===== src/rtl/vcs_pkg.sv =====
package vcs_pkg;

  typedef enum logic {
    ST_IDLE   = 1'b0,
    ST_SETTLE = 1'b1
  } seq_state_e;

  function automatic int max_int(input int a, input int b);
    return (a > b) ? a : b;
  endfunction

endpackage


===== src/rtl/vcs_code_map.sv =====
module vcs_code_map #(
  parameter int MV_W    = 12,
  parameter int CODE_W  = 5,
  parameter int BASE_MV = 700,
  parameter int STEP_MV = 25
) (
  input  logic [MV_W-1:0]   mv_i,
  output logic [CODE_W-1:0] code_o
);
  localparam int CODE_MAX = (1 << CODE_W) - 1;
  localparam int LOW_MV   = BASE_MV + STEP_MV;
  localparam int HIGH_MV  = BASE_MV + STEP_MV * (CODE_MAX - 1);

  logic [MV_W-1:0] diff;
  logic [MV_W-1:0] quot;

  always_comb begin
    diff   = mv_i - MV_W'(BASE_MV);
    quot   = diff / MV_W'(STEP_MV);
    code_o = quot[CODE_W-1:0];
    if (mv_i < MV_W'(LOW_MV)) begin
      code_o = '0;
    end else if (mv_i > MV_W'(HIGH_MV)) begin
      code_o = CODE_W'(CODE_MAX);
    end
  end
endmodule


===== src/rtl/vcs_shadow_word.sv =====
module vcs_shadow_word #(
  parameter int                 WORD_W       = 32,
  parameter int                 CODE_W       = 5,
  parameter int                 NUM_FIELDS   = 3,
  parameter int                 FIELD_STRIDE = 9,
  parameter logic [WORD_W-1:0]  RESET_WORD   = '0
) (
  input  logic              clk,
  input  logic              rst,
  input  logic              load_i,
  input  logic [CODE_W-1:0] code_i,
  output logic [WORD_W-1:0] word_o,
  output logic [CODE_W-1:0] cur_code_o
);
  logic [WORD_W-1:0] shadow_q;
  logic [WORD_W-1:0] merged;
  logic [WORD_W-1:0] field_mask;
  logic [WORD_W-1:0] field_bits;

  // One mask and value slice per rail field, built by generate.
  logic [NUM_FIELDS-1:0][WORD_W-1:0] mask_part;
  logic [NUM_FIELDS-1:0][WORD_W-1:0] bits_part;

  for (genvar g = 0; g < NUM_FIELDS; g++) begin : g_field
    localparam int LSB = g * FIELD_STRIDE;
    assign mask_part[g] = {{(WORD_W-CODE_W){1'b0}}, {CODE_W{1'b1}}} << LSB;
    assign bits_part[g] = {{(WORD_W-CODE_W){1'b0}}, code_i} << LSB;
  end

  always_comb begin
    field_mask = '0;
    field_bits = '0;
    for (int i = 0; i < NUM_FIELDS; i++) begin
      field_mask = field_mask | mask_part[i];
      field_bits = field_bits | bits_part[i];
    end
    merged = (shadow_q & ~field_mask) | field_bits;
  end

  always_ff @(posedge clk) begin
    if (rst) begin
      shadow_q <= RESET_WORD;
    end else if (load_i) begin
      shadow_q <= merged;
    end
  end

  assign word_o     = shadow_q;
  assign cur_code_o = shadow_q[CODE_W-1:0];
endmodule


===== src/rtl/vcs_settle_timer.sv =====
module vcs_settle_timer #(
  parameter int DLY_W = 7
) (
  input  logic             clk,
  input  logic             rst,
  input  logic             load_i,
  input  logic [DLY_W-1:0] load_val_i,
  input  logic             tick_i,
  output logic             expire_o
);
  logic [DLY_W-1:0] remain_q;

  always_ff @(posedge clk) begin
    if (rst) begin
      remain_q <= '0;
    end else if (load_i) begin
      remain_q <= load_val_i;
    end else if (tick_i && (remain_q != '0)) begin
      remain_q <= remain_q - DLY_W'(1);
    end
  end

  assign expire_o = tick_i && (remain_q == DLY_W'(1));
endmodule


===== src/rtl/vcore_step_seq.sv =====
module vcore_step_seq #(
  parameter int                MV_W         = 12,
  parameter int                CODE_W       = 5,
  parameter int                WORD_W       = 32,
  parameter int                NUM_FIELDS   = 3,
  parameter int                FIELD_STRIDE = 9,
  parameter int                BASE_MV      = 700,
  parameter int                STEP_MV      = 25,
  parameter int                US_PER_STEP  = 3,
  parameter int                INIT_STEPS   = 28,
  parameter logic [WORD_W-1:0] RESET_WORD   = '0
) (
  input  logic              clk,
  input  logic              rst,
  input  logic              req_i,
  input  logic [MV_W-1:0]   req_mv_i,
  input  logic              us_tick_i,
  output logic [WORD_W-1:0] ctl_word_o,
  output logic              ctl_we_o,
  output logic              busy_o,
  output logic              done_o,
  output logic [MV_W-1:0]   applied_mv_o
);
  import vcs_pkg::*;

  localparam int CODE_MAX = (1 << CODE_W) - 1;
  localparam int INIT_DLY = INIT_STEPS * US_PER_STEP;
  localparam int MAX_DLY  = max_int(CODE_MAX * US_PER_STEP, INIT_DLY);
  localparam int DLY_W    = $clog2(MAX_DLY + 1);
  localparam int RESET_MV = BASE_MV + int'(RESET_WORD[CODE_W-1:0]) * STEP_MV;

  seq_state_e        state_q;
  logic              primed_q;
  logic              we_q;
  logic              done_q;
  logic [MV_W-1:0]   applied_q;

  logic [CODE_W-1:0] new_code;
  logic [CODE_W-1:0] cur_code;
  logic              accept;
  logic              do_write;
  logic [DLY_W-1:0]  wait_len;
  logic [MV_W-1:0]   new_mv;
  logic              expire;

  vcs_code_map #(
    .MV_W(MV_W), .CODE_W(CODE_W), .BASE_MV(BASE_MV), .STEP_MV(STEP_MV)
  ) u_map (
    .mv_i(req_mv_i), .code_o(new_code)
  );

  assign accept   = req_i && (state_q == ST_IDLE);
  assign do_write = !primed_q || (new_code != cur_code);
  assign new_mv   = MV_W'(BASE_MV) + MV_W'(new_code) * MV_W'(STEP_MV);

  always_comb begin
    wait_len = '0;
    if (!primed_q) begin
      wait_len = DLY_W'(INIT_DLY);
    end else if (new_code > cur_code) begin
      wait_len = DLY_W'(new_code - cur_code) * DLY_W'(US_PER_STEP);
    end
  end

  vcs_shadow_word #(
    .WORD_W(WORD_W), .CODE_W(CODE_W), .NUM_FIELDS(NUM_FIELDS),
    .FIELD_STRIDE(FIELD_STRIDE), .RESET_WORD(RESET_WORD)
  ) u_shadow (
    .clk(clk), .rst(rst), .load_i(accept && do_write), .code_i(new_code),
    .word_o(ctl_word_o), .cur_code_o(cur_code)
  );

  vcs_settle_timer #(
    .DLY_W(DLY_W)
  ) u_timer (
    .clk(clk), .rst(rst), .load_i(accept), .load_val_i(wait_len),
    .tick_i(us_tick_i), .expire_o(expire)
  );

  always_ff @(posedge clk) begin
    if (rst) begin
      state_q   <= ST_IDLE;
      primed_q  <= 1'b0;
      we_q      <= 1'b0;
      done_q    <= 1'b0;
      applied_q <= MV_W'(RESET_MV);
    end else begin
      we_q   <= 1'b0;
      done_q <= 1'b0;
      if (accept) begin
        primed_q <= 1'b1;
        if (do_write) begin
          we_q      <= 1'b1;
          applied_q <= new_mv;
        end
        if (wait_len != '0) begin
          state_q <= ST_SETTLE;
        end else begin
          done_q <= 1'b1;
        end
      end else if ((state_q == ST_SETTLE) && expire) begin
        state_q <= ST_IDLE;
        done_q  <= 1'b1;
      end
    end
  end

  assign ctl_we_o     = we_q;
  assign busy_o       = (state_q == ST_SETTLE);
  assign done_o       = done_q;
  assign applied_mv_o = applied_q;
endmodule


===== config.mk =====
export PLATFORM = sky130hd
export DESIGN_NAME = vcore_step_seq
export DESIGN_NICKNAME = d
export VERILOG_FILES = /design/src/rtl/vcs_pkg.sv /design/src/rtl/vcs_code_map.sv /design/src/rtl/vcs_shadow_word.sv /design/src/rtl/vcs_settle_timer.sv /design/src/rtl/vcore_step_seq.sv
export SDC_FILE = /design/constraint.sdc
export NUM_CORES = 1
export LEC_CHECK = 0
export ABC_CLOCK_PERIOD_IN_PS = 12300
export BUFFER_PORTS_ARGS = -buffer_cell sky130_fd_sc_hd__buf_4
export CORE_UTILIZATION = 55
export DETAILED_ROUTE_END_ITERATION = 8
export MAX_ROUTING_LAYER = met4
export PLACE_DENSITY = 0.77
export SLEW_MARGIN = 25
export SYNTH_ARGS = -nofsm -noshare
export SYNTH_HDL_FRONTEND = slang
export SYNTH_SLANG_ARGS = --single-unit

===== constraint.sdc =====
create_clock -name clk -period 12.3 [get_ports clk]
set_input_delay 1.845 -clock clk [delete_from_list [all_inputs] [get_ports clk]]
set_output_delay 1.845 -clock clk [all_outputs]
set_load 0.01 [all_outputs]

==> key figures <==
Status
  • Outcome: complete, no violations

GRT
  • Number of global-route vias before repair: between 4,000 and 5,000
  • Gr usage total: a little over a quarter
  • Largest net degree at the start of global routing: 27
  • GR Layer Usage met3: approximately 1.5%
  • Met1 Use GR: roughly 33%
  • GRT Max-Usage Layer: met2
  • Met2 Use GR: between 40% and 50%
  • First-pass GRT wire length: between 15 and 20 mm
  • Initial antenna violation count: 0
  • Global route total overflow: 0

Critical path
  • WP data required: 12,510 ps
  • Crit path max-delay cell type: a211oi_2
  • CP top delay family: compound AO/OA/AOI/OAI gates
  • Critical path data arrival time: 11,400 ps
  • CP dominant cell by count: ha_1
  • CP peak stage delay: between 700 and 800 ps
  • Critical Path Fanout Max: 26
  • Buf/Inv on CP: 5
  • Kind of critical path: input pin to flop
  • Critical Path End Type: flop
  • Critical Path Start Type: input pin

Routing
  • Via count: 4,540
  • Wire per inst: around 15 um
  • Drt initial violations: 428
  • Vias per cell: ~6.3
  • Final WL: 11.1 mm
  • First drt pass iteration count: 5
  • DRC violations left: 0
  • Final ANT Viol Nets: 0

Yosys
  • Synth area leader: dfxtp_1
  • Post-synthesis cell area: roughly 4600 sq um
  • FFs w/ async S/R, synth: 0%
  • EDFF count, synth: 0
  • Synth area leaders: dfxtp_1, ha_1, buf_4
  • Ys Warns: 0
  • Distinct cell type count after synthesis: 96
  • Synth Flop Type: dfxtp_1
  • Flops & latches, synth: 25
  • Post-synth top area share: a little over a tenth
  • Register area share after synthesis: between 10% and 20%
  • Post-synthesis cell count: ~600
  • Avg Inst Size Synth: between 7 and 8 sq um

Floorplanning
  • Placeable core area: 8180 sq um
  • Die Height: about 94 um
  • Initial Utilization: between 50% and 60%
  • Row count: 33
  • Die width: approximately 94 um
  • Die area: 8810 sq um
  • Num ports: 63

Min path
  • Worst hold path class: flop to flop

STA
  • Max Clock Freq: slightly below 0.09 GHz
  • Slew of the pin with the lowest slew margin: roughly 920 ps
  • Period utilisation layout: around nine tenths
  • Setup ws final: approximately 1100 ps
  • Post-route setup TNS: 0 ps
  • Worst Skew: about 6.3 ps
  • Final Hold Vio Count: 0
  • Endpoints failing setup: 0
  • RSZ-0062 raised after global routing: no
  • Min cycle time layout: ~11,000 ps
  • Slew Limit Fails: 0
  • Worst rel slew slack: approximately two fifths

Clocking
  • CTS tree: built
  • Clock root cell: clkbuf_8
  • Clk sinks: 25
  • Post-cts resize count: 0
  • Later-pin clock latency in the skew report: 270 ps
  • Hold-fix buffers, CTS: 0
  • H-Tree Depth: 1
  • Inserted Clock Buffers: 3
  • Post-CTS Setup Bufs: 0
  • Clock-pin slew on the worst setup and hold paths: 90 ps
  • Maximum clock insertion buffer count: 2

Layout
  • NumNets Final: 674
  • Commonest non-fill, non-tap cell in the layout: nor2_1
  • Area Overhead vs Synth: 4.04%
  • Most frequent cells in the layout: nor2_1, nand2_1, buf_4
  • Fraction of layout cells with a size suffix above 1: 15.6%
  • Diode count: 0

Pwr
  • Leakage Power: between 2 and 2.5 nW
  • Max VDD drop: between 0.15 and 0.2 mV
  • Power per cell area: 290 nW/um^2

Placement
  • IO buf count: 44
  • DP HPWL: 8.65 mm
  • RD Place Congestion: between 0.9 and 1
  • Pre-CTS setup slack: roughly 910 ps

Job
  • Max_cap viols: 0
## synth_stat cells (4+ instances only)
cell	n
xnor2_1	22
a21o_1	12
a211oi_1	11
mux2i_1	5
o31a_1	4
nand2_1	47
a211o_1	6
nand3b_1	5
o21a_1	5
or2_2	4
nand2b_1	11
inv_1	30
clkbuf_1	18
o211ai_1	6
a22oi_1	4
a32oi_1	4
fa_1	4
a21oi_1	39
buf_4	33
nor4_1	5
or3_1	4
nor2b_1	8
a21boi_0	4
xor2_1	13
ha_1	38
nand4_1	9
nor2_1	59
o21ai_0	19
or4_1	4
and2_1	4
dfxtp_1	25
nand3_1	15
buf_2	7
nor3_1	19
a31oi_1	8
## where the power goes
group | internal [W] | switching, W
Sequential | 0.000105 | 0.0000184
Clock | 0.0000227 | 0.0000256
Combinational | 0.000544 | 0.000686
Total | 0.000671 | 0.000730
## cell families (layout without fill, tap and decap cells)
family / after synthesis / count (layout) / share of synthesized area (%)
buf+inv: 93 / 79 / 10.9
xor+xnor: 39 / 39 / 8.01
compound gates: 191 / 191 / 32.8
simple gates: 212 / 212 / 23.4
flops: 25 / 25 / 10.8
other cells: 1 / 18 / 0.0808
mux: 9 / 9 / 2.13
fa+ha+maj: 42 / 42 / 12.0
## routing by layer
layer,part of all wire [%],wire length [um]
met1,45,5030
met2,49,5450
met3,4.6,507
met4,0.98,109
met5,0,0
## worst paths after layout
path	from	to	slack, ps	depth (start not counted)
worst max-delay path	req_mv_i[2]	applied_mv_o[8]$_SDFFE_PP0P_	1110	36
worst min-delay path	applied_mv_o[8]$_SDFFE_PP0P_	applied_mv_o[8]$_SDFFE_PP0P_	450	2
worst max register to register	applied_mv_o[0]$_SDFFE_PP0P_	busy_o$_SDFFE_PP0P_	9290	15
worst min register to register	applied_mv_o[8]$_SDFFE_PP0P_	applied_mv_o[8]$_SDFFE_PP0P_	450	2
## through the flow
stage	hold WS [ps]	instance area (sq um)	total power, W	std cells	utilization [%]
2_1_floorplan	476	4710	0.00113	629	-
3_3_place_gp	445	4780	0.00132	716	58.5
6_report	453	4830	0.00140	720	59.1
4_1_cts	457	4830	0.00140	720	59.1
3_5_place_dp	446	4780	0.00134	716	58.5
5_1_grt	494	4830	0.00157	720	59.1
## area by class of cell
cell class,instances,area [sq um]
multi-input cells,511,3700
clock buffers,3,41.3
inverters,30,113
fillers,778,3350
repair buffers,45,338
clock inverters,1,5.00
flip-flops and latches,25,500
well taps,105,131
## flip-flops by register name (all words and copies together) (netlist names)
name / cells
applied_mv_o: 11
done_o: 1
u_shadow.word_o: 3
u_timer.remain_q: 7
ctl_we_o: 1
primed_q: 1
busy_o: 1
## tightest hold or removal path: cells and delay by family, from the launching register on
family / cells / cell delay [ps]
AO/OA/AOI/OAI: 1 / 50
flip-flops: 1 / 320
AND/OR/NAND/NOR: 1 / 50
(Power assumes the default switching activity.)
